===== config.mk =====
export PLATFORM = sky130hd
export DESIGN_NAME = synth_prog_if
export DESIGN_NICKNAME = d
export VERILOG_FILES = /design/src/rtl/synth_prog_pkg.sv /design/src/rtl/synth_prog_sync.sv /design/src/rtl/synth_prog_shift.sv /design/src/rtl/synth_prog_regs.sv /design/src/rtl/synth_prog_if.sv
export SDC_FILE = /design/constraint.sdc
export NUM_CORES = 1
export LEC_CHECK = 0
export ABC_CLOCK_PERIOD_IN_PS = 2000
export BUFFER_PORTS_ARGS = -buffer_cell sky130_fd_sc_hd__buf_2
export CAP_MARGIN = 20
export CORE_MARGIN = 1
export CORE_UTILIZATION = 40
export CTS_BUF_LIST = sky130_fd_sc_hd__clkbuf_4 sky130_fd_sc_hd__clkbuf_8 sky130_fd_sc_hd__clkbuf_16
export DETAILED_ROUTE_END_ITERATION = 8
export PLACE_DENSITY = 0.6
export SYNTH_ARGS = -nofsm -noshare
export SYNTH_HDL_FRONTEND = slang
export SYNTH_SLANG_ARGS = --single-unit

===== constraint.sdc =====
create_clock -name clk_i -period 2 [get_ports clk_i]
set_clock_uncertainty 0.15 [all_clocks]
set_input_delay 0.2 -clock clk_i [delete_from_list [all_inputs] [get_ports clk_i]]
set_output_delay 0.2 -clock clk_i [all_outputs]
set_load 0.05 [all_outputs]

===== src/rtl/synth_prog_pkg.sv =====
package synth_prog_pkg;
  localparam int unsigned WORD_W = 16;
  localparam int unsigned CHAN_W = WORD_W - 1;
  localparam int unsigned CNT_W  = $clog2(WORD_W + 2);
  typedef logic [CHAN_W-1:0] chan_t;
endpackage


===== src/rtl/synth_prog_sync.sv =====
module synth_prog_sync #(
  parameter int unsigned W       = 4,
  parameter int unsigned STAGES  = 2,
  parameter logic [W-1:0] RST_VAL = '0
) (
  input  logic         clk_i,
  input  logic         rst_ni,
  input  logic [W-1:0] d_i,
  output logic [W-1:0] q_o
);
  logic [W-1:0] stg [STAGES];

  always_ff @(posedge clk_i or negedge rst_ni) begin
    if (!rst_ni) stg[0] <= RST_VAL;
    else         stg[0] <= d_i;
  end

  for (genvar s = 1; s < STAGES; s++) begin : g_stage
    always_ff @(posedge clk_i or negedge rst_ni) begin
      if (!rst_ni) stg[s] <= RST_VAL;
      else         stg[s] <= stg[s-1];
    end
  end

  assign q_o = stg[STAGES-1];
endmodule


===== src/rtl/synth_prog_shift.sv =====
module synth_prog_shift
  import synth_prog_pkg::*;
(
  input  logic              clk_i,
  input  logic              rst_ni,
  input  logic              sclk_s_i,
  input  logic              sen_s_i,
  input  logic              sdat_s_i,
  output logic [WORD_W-1:0] word_o,
  output logic              frame_ok_o,
  output logic              frame_bad_o
);
  localparam logic [CNT_W-1:0] CNT_FULL = CNT_W'(WORD_W);
  localparam logic [CNT_W-1:0] CNT_SAT  = CNT_W'(WORD_W + 1);

  logic             sclk_q, sen_q;
  logic [CNT_W-1:0] cnt_q;
  logic             sclk_rise, sen_fall, sen_rise;

  assign sclk_rise = sclk_s_i & ~sclk_q;
  assign sen_fall  = ~sen_s_i & sen_q;
  assign sen_rise  = sen_s_i & ~sen_q;

  always_ff @(posedge clk_i or negedge rst_ni) begin
    if (!rst_ni) begin
      sclk_q <= 1'b1;
      sen_q  <= 1'b1;
    end else begin
      sclk_q <= sclk_s_i;
      sen_q  <= sen_s_i;
    end
  end

  always_ff @(posedge clk_i or negedge rst_ni) begin
    if (!rst_ni) begin
      cnt_q  <= '0;
      word_o <= '0;
    end else if (sen_fall) begin
      cnt_q <= '0;
    end else if (sclk_rise && !sen_s_i) begin
      word_o <= {word_o[WORD_W-2:0], sdat_s_i};
      // saturate past full length so long frames stay flagged
      cnt_q  <= (cnt_q == CNT_SAT) ? cnt_q : cnt_q + 1'b1;
    end
  end

  assign frame_ok_o  = sen_rise && (cnt_q == CNT_FULL);
  assign frame_bad_o = sen_rise && (cnt_q != CNT_FULL);
endmodule


===== src/rtl/synth_prog_regs.sv =====
module synth_prog_regs
  import synth_prog_pkg::*;
(
  input  logic              clk_i,
  input  logic              rst_ni,
  input  logic              frame_ok_i,
  input  logic              frame_bad_i,
  input  logic [WORD_W-1:0] word_i,
  input  logic              rxtx_s_i,
  output chan_t             chan_o,
  output logic              chan_upd_o,
  output logic              low_pwr_o,
  output logic              frame_err_o,
  output logic              burst_start_o
);
  logic  rxtx_q, pend_q;
  chan_t new_chan;
  logic  new_pwr;

  assign new_chan      = word_i[CHAN_W-1:0];
  assign new_pwr       = word_i[WORD_W-1];
  assign burst_start_o = rxtx_q & ~rxtx_s_i;

  always_ff @(posedge clk_i or negedge rst_ni) begin
    if (!rst_ni) begin
      rxtx_q      <= 1'b1;
      chan_o      <= '0;
      chan_upd_o  <= 1'b0;
      pend_q      <= 1'b0;
      low_pwr_o   <= 1'b0;
      frame_err_o <= 1'b0;
    end else begin
      rxtx_q     <= rxtx_s_i;
      chan_upd_o <= frame_ok_i && (new_chan != chan_o);
      if (frame_ok_i) begin
        chan_o <= new_chan;
        pend_q <= new_pwr;
      end
      // a word landing on the burst edge wins over the older pending bit
      if (burst_start_o) low_pwr_o <= frame_ok_i ? new_pwr : pend_q;
      if (frame_bad_i)   frame_err_o <= 1'b1;
    end
  end
endmodule


===== src/rtl/synth_prog_if.sv =====
module synth_prog_if
  import synth_prog_pkg::*;
(
  input  logic              clk_i,
  input  logic              rst_ni,
  input  logic              sclk_i,
  input  logic              sen_ni,
  input  logic              sdata_i,
  input  logic              rxtx_i,
  output logic [CHAN_W-1:0] chan_o,
  output logic              chan_upd_o,
  output logic              low_pwr_o,
  output logic              frame_err_o
);
  logic [3:0]        raw, syn;
  logic [WORD_W-1:0] word;
  logic              frame_ok, frame_bad, burst_start;

  assign raw = {sclk_i, sen_ni, sdata_i, rxtx_i};

  synth_prog_sync #(.W(4), .STAGES(2), .RST_VAL(4'b1101)) u_sync (
    .clk_i, .rst_ni, .d_i(raw), .q_o(syn)
  );

  synth_prog_shift u_shift (
    .clk_i, .rst_ni,
    .sclk_s_i(syn[3]), .sen_s_i(syn[2]), .sdat_s_i(syn[1]),
    .word_o(word), .frame_ok_o(frame_ok), .frame_bad_o(frame_bad)
  );

  synth_prog_regs u_regs (
    .clk_i, .rst_ni,
    .frame_ok_i(frame_ok), .frame_bad_i(frame_bad), .word_i(word),
    .rxtx_s_i(syn[0]),
    .chan_o, .chan_upd_o, .low_pwr_o, .frame_err_o,
    .burst_start_o(burst_start)
  );
endmodule


==> impl_metrics.py, run 1 <==
metrics = {
    "final_layout": {
        "most_used_cells_in_the_layout_excluding_fill_and_tap_cells": "dfrtp_1 (42), mux2_2 (31), buf_2 (23)",
        "n_antenna_cell": 0,
        "final_net_count": 183,
        "final_cells": 242,
        "areaGrowthSynthToFinish_pct": 19.04,
        "layout.cells.most_common": "dfrtp_1",
        "finalInstanceArea_sq_um": 2480,
        "drive_gt1_frac": 0.4743,
        "fill_cells": 444,
    },
    "clocking": {
        "worst_setup_hold_path_clk_slew_ns": 0.09,
        "clock_latency_on_the_worst_skew_pair_ns": 0.30,
        "cts_max_path_buffers": 2,
        "cts_hold_buffers": 5,
        "clockRootBuffer": "clkbuf_8",
        "postCtsSetupRepairBufs": 0,
        "cts.htree.levels": 2,
        "cts_num_sinks": 51,
        "cts.repair.resized": 0,
        "cts_tree": "built",
        "clock_buffers_created_by_tritoncts": 5,
    },
    "synth": {
        "cell_types_with_the_largest_area_share_after_synthesis": "dfrtp_1 (50%), mux2_2 (17%), dfstp_2 (11%)",
        "synth_sequential_area_ratio": 0.6180,
        "yosys_warnings": 0,
        "synth.top_cell.area_share": 0.5045,
        "post_synth_instance_area_sq_um": 2083,
        "post_synth_num_cell_types": 26,
        "mappedNetlistNets": 145,
        "ys_seq_elements": 51,
        "post_synth_inst_count": 136,
        "synth_top_area_cell": "dfrtp_1",
        "syn-mean-instance-area_sq_um": 15.32,
    },
    "placed_design": {
        "place_inst": 229,
        "detailedPlacementHpwl_microns": 2387,
        "postPlaceCellArea_sq_um": 2316,
        "placement.io_buffers": 23,
        "gp_congestion": 0.7438,
    },
    "pwr": {
        "power.ir.vdd_worst_v": 0.0003413,
        "power_density_nw_per_um2": 825.4,
        "leakage_uw": 0.001288,
    },
    "timing": {
        "timing.final.crit_period_ns": 1.873,
        "max_freq_ghz": 0.5339,
        "setup_total_negative_slack_ns": 0,
        "slew_headroom": 0.6516,
        "worst_tran_pin_value_ns": 0.5225,
        "hold_vio_cnt_final": 0,
        "setup_viol": 0,
        "final_min_period_over_clock_period": 0.9366,
        "finalMaxSlewViolations": 0,
        "unrepaired_setup_endpoints_after_global_routing": "false",
    },
    "grt": {
        "gr-max-usage-layer": "met2",
        "grt_max_degree": 26,
        "gr-usage-all-layers": 0.1447,
        "met1_usage": 0.1936,
        "grt_util_met3": 0.03794,
        "met2_usage": 0.2162,
        "first_global_vias": 1191,
        "number_of_antenna_violations_at_the_first_check_in_global_routing": 0,
        "first_pass_grt_wire_length_microns": 5768,
        "grt_remaining_overflow": 0,
    },
    "floorplan": {
        "row_count": 25,
        "chipWidth_microns": 74.17,
        "start_util": 0.4269,
        "area_of_the_core_sq_um": 4880,
        "io-pin-count": 24,
        "die_area_sq_um": 5500,
        "die_height_microns": 74.17,
    },
    "flow_run": {
        "maxCapViolCount": 0,
    },
    "detailed_routing": {
        "dr.first_iter.drc_count": 49,
        "postRouteWirelength_microns": 3407,
        "drc_errors_left": 0,
        "vias": 1143,
        "detailedRoute.firstPassIterationCount": 4,
        "ant_nets": 0,
        "routed_via_density": 4.723,
        "wire_per_inst_microns": 14.08,
    },
    "critical_path": {
        "start_kind": "flip-flop",
        "worst-path-max-fanout": 5,
        "end_kind": "flip-flop",
        "arrival_ns": 1.92,
        "crit_required_ns": 2.04,
        "path_class": "flip-flop to flip-flop",
    },
    "status": {
        "result_of_the_run": "complete, no violations",
    },
    "min_path": {
        "worstHoldPathType": "flip-flop to flip-flop",
    },
}
==> sequential cells by signal, summed over array words and instances (netlist names) <==
name / cells
u_shift.cnt_q: 5
u_sync.q_o: 4
u_regs.pend_q: 1
u_regs.frame_err_o: 1
u_regs.rxtx_q: 1
u_shift.sclk_q: 1
u_shift.word_o: 16
u_shift.sen_q: 1
u_regs.low_pwr_o: 1
u_sync.stg: 4
u_regs.chan_o: 15
u_regs.chan_upd_o: 1
==> logic make-up after synthesis <==
family	count (synthesis)	share of synthesized area
DFF	51	0.6180
adders and majority gates	3	0.01802
muxes	34	0.1868
buffers and inverters	5	0.01321
AOI/OAI and AO/OA	5	0.02042
xor gates and xnor gates	18	0.07568
and+or+nand+nor	20	0.06787
==> power breakdown <==
part	switching, uW	internal, uW
sequential	62.8	1090
combinational	73.7	89.7
clock	325	402
total	462	1590
==> synth_stat cells <==
cell type	number
mux2i_1	1
nand3b_4	1
nand2b_1	1
a211oi_1	1
nand4_1	3
a31oi_2	1
buf_2	1
inv_1	3
xnor2_1	5
o21bai_1	1
nor2_1	6
dfrtp_1	42
a31oi_1	1
dfstp_2	9
or3b_4	1
a31o_2	1
nor4_1	3
mux2_4	2
nor3b_1	1
xor2_1	13
mux2_2	31
nor2_4	1
ha_1	3
buf_6	1
nor2b_1	2
and4bb_1	1
==> critical path: stages (launching register included) <==
cell and delay (ns):
dfrtp_1 0.44, inv_1 0.08, ha_1 0.14, and4bb_1 0.26, nand3b_4 0.12, mux2_4 0.31
mux2_4 0.25
==> layer usage <==
| metal | vias to the layer above | part of all wire | wire length (microns) |
|---|---|---|---|
| li1 | 545 | - | - |
| met1 | 572 | 0.47 | 1613 |
| met2 | 22 | 0.47 | 1596 |
| met3 | 4 | 0.044 | 151 |
| met4 | 0 | 0.013 | 44 |
| met5 | - | 0 | 0 |
==> metrics by stage <==
stage	setup slack [ns]	power (uW)	util	hold slack, ns
6_report	0.1269	2047	0.5082	0.2063
5_1_grt	0.04763	2128	0.5082	0.2138
4_1_cts	0.1020	2069	0.5082	0.2127
3_5_place_dp	0.1282	1338	0.4746	0.06256
3_3_place_gp	0.1609	1330	0.4746	0.05143
2_1_floorplan	0.1711	1265	-	-0.2456
==> path summary, 6_finish.rpt <==
path / from / end / slack (ns) / cells past startpoint
max in group asynchronous: rst_ni / u_shift.sen_q / 0.78 / 3
max reg2reg: u_shift.cnt_q[0] / u_regs.low_pwr_o / 0.13 / 6
max: u_shift.cnt_q[0] / u_regs.low_pwr_o / 0.13 / 6
min: u_sync.stg[5] / u_sync.q_o[1] / 0.21 / 0
min in group asynchronous: rst_ni / u_shift.cnt_q[3] / 0.25 / 2
min reg2reg: u_sync.stg[5] / u_sync.q_o[1] / 0.21 / 0
==> area by class of cell <==
class / instances / area, sq um / share of cell area
inverter: 3 / 11.26 / 0.004541
sequential: 51 / 1287 / 0.5192
clock inverter: 1 / 30.03 / 0.01211
multi-input combinational: 80 / 768.2 / 0.3098
timing repair buffer: 33 / 215.2 / 0.08678
tap: 67 / 83.83 / 0.03380
clock buffer: 7 / 83.83 / 0.03380
Power figures use the tool's default switching activity.
==> run 2, diff against run 1 <==
==> constraint.sdc (replaced) <==
create_clock -name clk_i -period 2 [get_ports clk_i]
set_clock_uncertainty 0.15 [all_clocks]
set_input_delay 0.1 -clock clk_i [delete_from_list [all_inputs] [get_ports clk_i]]
set_output_delay 0.1 -clock clk_i [all_outputs]
set_load 0.05 [all_outputs]
==> run 2 against run 1 <==
- combinational power is essentially flat
- worst hold slack lost 0.040 ns
- critical path depth unchanged
- first-iteration DRC count down 47%
- core utilization shrank 0.33 points
- maximum frequency shrank 1.8%
- clock-buffer cell count is 1 lower
==> impl_metrics.py, run 2 (same netlist as run 1, synthesis figures left out) <==
metrics = {
    "grt": {
        "grt_remaining_overflow": 0,
        "first_pass_grt_wire_length_microns": 5775,
        "gr-usage-all-layers": 0.1446,
        "first_global_vias": 1215,
        "grt_max_degree": 28,
        "number_of_antenna_violations_at_the_first_check_in_global_routing": 0,
    },
    "floorplan": {
        "die_area_sq_um": 5500,
        "chipWidth_microns": 74.17,
        "io-pin-count": 24,
        "area_of_the_core_sq_um": 4880,
        "start_util": 0.4269,
        "row_count": 25,
        "die_height_microns": 74.17,
    },
    "pwr": {
        "power_density_nw_per_um2": 781.3,
        "leakage_uw": 0.001274,
        "power.ir.vdd_worst_v": 0.0004068,
    },
    "final_layout": {
        "final_cells": 241,
        "areaGrowthSynthToFinish_pct": 18.26,
        "drive_gt1_frac": 0.4713,
        "max_flop_register": "u_shift.word_o",
        "layout.cells.most_common": "dfrtp_1",
        "most_used_cells_in_the_layout_excluding_fill_and_tap_cells": "dfrtp_1 (42), mux2_2 (31), buf_2 (23)",
        "largest_register_ff_count": 16,
        "registers_with_the_most_flip_flops": "u_shift.word_o x16, u_regs.chan_o x15, u_shift.cnt_q x5",
        "postLayoutCoreUtil": 0.5049,
        "n_antenna_cell": 0,
        "finalInstanceArea_sq_um": 2464,
        "final_net_count": 182,
    },
    "clocking": {
        "cts.htree.levels": 2,
        "worst_setup_hold_path_clk_slew_ns": 0.09,
        "postCtsSetupRepairBufs": 0,
        "cts_tree": "built",
        "cts.repair.resized": 0,
        "clockRootBuffer": "clkbuf_8",
        "clock_latency_on_the_worst_skew_pair_ns": 0.30,
        "clock_buffers_created_by_tritoncts": 5,
        "cts_num_sinks": 51,
        "cts_max_path_buffers": 2,
        "cts_hold_buffers": 5,
    },
    "critical_path": {
        "reg2reg_slack_ns": 0.09,
        "timing.critical_path.slowest_stage_cell": "dfrtp_1",
        "crit_required_ns": 2.04,
        "path_class": "flip-flop to flip-flop",
        "timing.reg2reg.worst_path_depth": 6,
        "worst_path_most_repeated_cell": "mux2_4",
        "start_kind": "flip-flop",
        "critical_path.max_stage_delay_ns": 0.46,
        "worst_path_dominant_cell_family": "multiplexers",
        "worst-path-max-fanout": 5,
        "arrival_ns": 1.94,
        "end_kind": "flip-flop",
        "worst_r2r_endpoint": "u_regs.low_pwr_o",
        "reg2reg_from": "u_shift.cnt_q[0]",
        "critPathBufInv": 1,
        "crit_chain": "inv_1 -> ha_1 -> and4bb_1 -> nand3b_4 -> mux2_4 -> mux2_4",
    },
    "detailed_routing": {
        "vias": 1145,
        "routed_via_density": 4.751,
        "drc_errors_left": 0,
        "dr.first_iter.drc_count": 26,
        "postRouteWirelength_microns": 3343,
        "wire_per_inst_microns": 13.87,
        "ant_nets": 0,
        "detailedRoute.firstPassIterationCount": 3,
    },
    "placed_design": {
        "gp_congestion": 0.7330,
        "postPlaceCellArea_sq_um": 2321,
        "place_inst": 228,
        "detailedPlacementHpwl_microns": 2391,
        "placement.io_buffers": 23,
    },
    "min_path": {
        "worstHoldPathType": "input pin to asynchronous set/reset pin",
    },
    "status": {
        "result_of_the_run": "complete, no violations",
    },
    "timing": {
        "max_freq_ghz": 0.5240,
        "setup_viol": 0,
        "finalMaxSlewViolations": 0,
        "setup_total_negative_slack_ns": 0,
        "unrepaired_setup_endpoints_after_global_routing": "false",
        "hold_vio_cnt_final": 0,
        "final_min_period_over_clock_period": 0.9542,
        "timing.final.crit_period_ns": 1.908,
        "worst_tran_pin_value_ns": 0.5569,
        "slew_headroom": 0.6287,
    },
    "flow_run": {
        "maxCapViolCount": 0,
    },
}
-- run 2: changes by cell type in the layout (fill, tap and decap cells not counted) --
cell	delta
buf_4	-2
buf_12	+1
bufinv_16	-1
clkinvlp_4	+1
clkbuf_4	-1
inv_6	+1
-- run 2: how the worst max path moves through the flow --
stage,startpoint,end,slack (ns),cells after the start
global route,u_shift.cnt_q[1],u_regs.low_pwr_o,0.01,6
detailed placement,u_shift.cnt_q[0],u_regs.low_pwr_o,0.10,6
global placement,u_shift.cnt_q[0],u_regs.low_pwr_o,0.16,6
CTS,u_shift.cnt_q[0],u_regs.low_pwr_o,0.07,6
floorplan,u_sync.q_o[3],u_shift.word_o[10],0.17,4
finish,u_shift.cnt_q[0],u_regs.low_pwr_o,0.09,6
-- run 2: area by class of cell --
class                   count  area [sq um]
inverters                   3         11.26
well taps                  67         83.83
clock buffers               6         76.32
clock inverters             2         16.27
multi-input cells          80         768.2
flip-flops and latches     51          1287
fillers                   443          2416
repair buffers             32         220.2
-- run 2: routing by layer --
| metal | part of all wire | GRT usage | vias up |
|---|---|---|---|
| met5 | 0 | 0 | - |
| met4 | 0.014 | 0.05769 | 0 |
| met3 | 0.035 | 0.04472 | 5 |
| met2 | 0.49 | 0.2293 | 19 |
| met1 | 0.46 | 0.1853 | 578 |
| li1 | - | - | 543 |
-- run 2: through the flow --
step | total power (uW) | setup WS (ns) | hold slack (ns)
6_report | 1925 | 0.09162 | 0.1659
4_1_cts | 1952 | 0.06863 | 0.1867
5_1_grt | 2027 | 0.01079 | 0.2044
3_5_place_dp | 1340 | 0.1040 | -0.02730
3_3_place_gp | 1332 | 0.1563 | -0.02922
2_1_floorplan | 1265 | 0.1711 | -0.3456
-- run 2: report_power, final --
group          switching (uW)  internal (uW)
Clock                     337            265
Sequential               62.2           1090
Combinational            75.3           90.9
Total                     475           1450
==> run 3, diff against run 2 <==
--- a/config.mk
+++ b/config.mk
@@ -10,7 +10,6 @@
 export CAP_MARGIN = 20
 export CORE_MARGIN = 1
 export CORE_UTILIZATION = 40
-export CTS_BUF_LIST = sky130_fd_sc_hd__clkbuf_4 sky130_fd_sc_hd__clkbuf_8 sky130_fd_sc_hd__clkbuf_16
 export DETAILED_ROUTE_END_ITERATION = 8
 export PLACE_DENSITY = 0.6
 export SYNTH_ARGS = -nofsm -noshare
==> run 3 against run 2 <==
- core utilization is 0.077 points lower
- critical endpoint unchanged
- wire length is 0.33% higher
- combinational power hardly changed
- global-route usage hardly changed
- clock power is 3% lower
- via count is 0.17% higher
- register-to-register slack hardly changed
- highest routed layer unchanged
==> impl_metrics.py, run 3 (same netlist as run 1, synthesis figures left out) <==
metrics = {
    "critical_path": {
        "arrival_ns": 1.94,
        "worst-path-max-fanout": 5,
        "crit_required_ns": 2.04,
        "crit_chain": "inv_1 -> ha_1 -> and4bb_1 -> nand3b_4 -> mux2_4 -> mux2_4",
        "critical_path.max_stage_delay_ns": 0.45,
        "timing.reg2reg.worst_path_depth": 6,
        "start_kind": "flip-flop",
        "worst_path_most_repeated_cell": "mux2_4",
        "end_kind": "flip-flop",
        "timing.critical_path.slowest_stage_cell": "dfrtp_1",
        "path_class": "flip-flop to flip-flop",
    },
    "min_path": {
        "worstHoldPathType": "input pin to asynchronous set/reset pin",
    },
    "detailed_routing": {
        "maxUsedRoutingLayer": "met4",
        "vias": 1147,
        "postRouteWirelength_microns": 3354,
        "detailroute.wirelength.met3_microns": 109,
        "drc_errors_left": 0,
        "detailedRoute.firstPassIterationCount": 4,
        "ant_nets": 0,
        "length_of_routed_wiring_on_met1_microns": 1528,
        "wire_per_inst_microns": 13.92,
        "routed_via_density": 4.759,
        "met2_wirelength_microns": 1667,
        "dr.first_iter.drc_count": 20,
    },
    "clocking": {
        "postCtsSetupRepairBufs": 0,
        "worst_setup_hold_path_clk_slew_ns": 0.09,
        "cts.htree.levels": 2,
        "clock_latency_on_the_worst_skew_pair_ns": 0.30,
        "cts_max_path_buffers": 2,
        "cts_tree": "built",
        "clockRootBuffer": "clkbuf_8",
        "cts_num_sinks": 51,
        "clock_buffers_created_by_tritoncts": 5,
    },
    "grt": {
        "grt_max_degree": 28,
        "first_global_vias": 1220,
        "number_of_antenna_violations_at_the_first_check_in_global_routing": 0,
        "first_pass_grt_wire_length_microns": 5796,
        "gr-usage-all-layers": 0.1451,
        "grt_remaining_overflow": 0,
    },
    "final_layout": {
        "finalInstanceArea_sq_um": 2460,
        "layout.cells.most_common": "dfrtp_1",
        "final_net_count": 182,
        "registers_with_the_most_flip_flops": "u_shift.word_o x16, u_regs.chan_o x15, u_shift.cnt_q x5",
        "max_flop_register": "u_shift.word_o",
        "fill_cells": 444,
        "drive_gt1_frac": 0.4655,
        "largest_register_ff_count": 16,
        "areaGrowthSynthToFinish_pct": 18.08,
        "n_antenna_cell": 0,
        "most_used_cells_in_the_layout_excluding_fill_and_tap_cells": "dfrtp_1 (42), mux2_2 (31), buf_2 (23)",
    },
    "placed_design": {
        "placement.io_buffers": 23,
        "gp_congestion": 0.7330,
        "detailedPlacementHpwl_microns": 2391,
        "postPlaceCellArea_sq_um": 2321,
    },
    "pwr": {
        "power_density_nw_per_um2": 776.3,
        "power.ir.vdd_worst_v": 0.0004008,
        "leakage_uw": 0.001271,
    },
    "floorplan": {
        "die_height_microns": 74.17,
        "area_of_the_core_sq_um": 4880,
        "start_util": 0.4269,
        "chipWidth_microns": 74.17,
        "io-pin-count": 24,
        "row_count": 25,
        "die_area_sq_um": 5500,
    },
    "timing": {
        "unrepaired_setup_endpoints_after_global_routing": "false",
        "final_min_period_over_clock_period": 0.9508,
        "finalMaxSlewViolations": 0,
        "max_freq_ghz": 0.5259,
        "hold_vio_cnt_final": 0,
        "slew_headroom": 0.6276,
        "worst_tran_pin_value_ns": 0.5585,
        "setup_total_negative_slack_ns": 0,
        "timing.final.crit_period_ns": 1.902,
        "setup_viol": 0,
    },
    "status": {
        "result_of_the_run": "complete, no violations",
    },
    "flow_run": {
        "maxCapViolCount": 0,
    },
}
[run 3: cell counts in the layout (fill, tap and decap cells not counted)]
No cell type changed its count.
[run 3: worst paths after layout]
kind	start	to	slack [ns]
worst max-delay path	u_shift.cnt_q[0]	u_regs.low_pwr_o	0.1
worst max register to register	u_shift.cnt_q[0]	u_regs.low_pwr_o	0.1
worst min-delay path	rst_ni	u_shift.cnt_q[4]	0.16
max in group asynchronous	rst_ni	u_sync.stg[6]	0.92
min in group clk_i	u_sync.stg[5]	u_sync.q_o[1]	0.21
worst min register to register	u_sync.stg[5]	u_sync.q_o[1]	0.21
[run 3: where the power goes]
part           switching [uW]  internal (uW)  total, uW
clock network             335            252        587
registers                62.7           1090       1160
logic                    75.3           90.9        166
[run 3: critical path: cells and delay by family (launching register included)]
family                     cells  cell delay (ns)
muxes                          2             0.57
DFF                            1             0.45
buffers and inverters          1             0.09
and+or+nand+nor                2             0.39
adders and majority gates      1             0.14
[run 3: what timing repair did]
item / 4_1_cts / 5_1_grt
hold endpoints to repair: 25 / 0
hold buffers: 5 / 0
gates resized for setup: 0 / 0
[run 3: final cells by class]
cell class              count  area [sq um]  area share
flip-flops and latches     51          1287      0.5234
multi-input cells          80         768.2      0.3123
repair buffers             32         220.2     0.08952
well taps                  67         83.83     0.03408
clock buffers               6         72.57     0.02950
clock inverters             2         16.27    0.006612
inverters                   3         11.26    0.004578
[run 3: per-layer routing]
layer	up-vias	GRT usage
li1	547	-
met4	0	0.06410
met1	577	0.1840
met5	-	0
met2	19	0.2323
met3	4	0.04065
[run 3: stage by stage]
stage	utilization	setup slack [ns]	hold slack [ns]	instances	total power, uW
floorplan	-	0.1711	-0.3456	136	1265
global route	0.5041	0.008684	0.2049	241	2016
finish	0.5041	0.09834	0.1638	241	1910
CTS	0.5041	0.07106	0.1833	241	1940
detailed placement	0.4756	0.1040	-0.02730	228	1340
global placement	0.4756	0.1563	-0.02922	228	1332
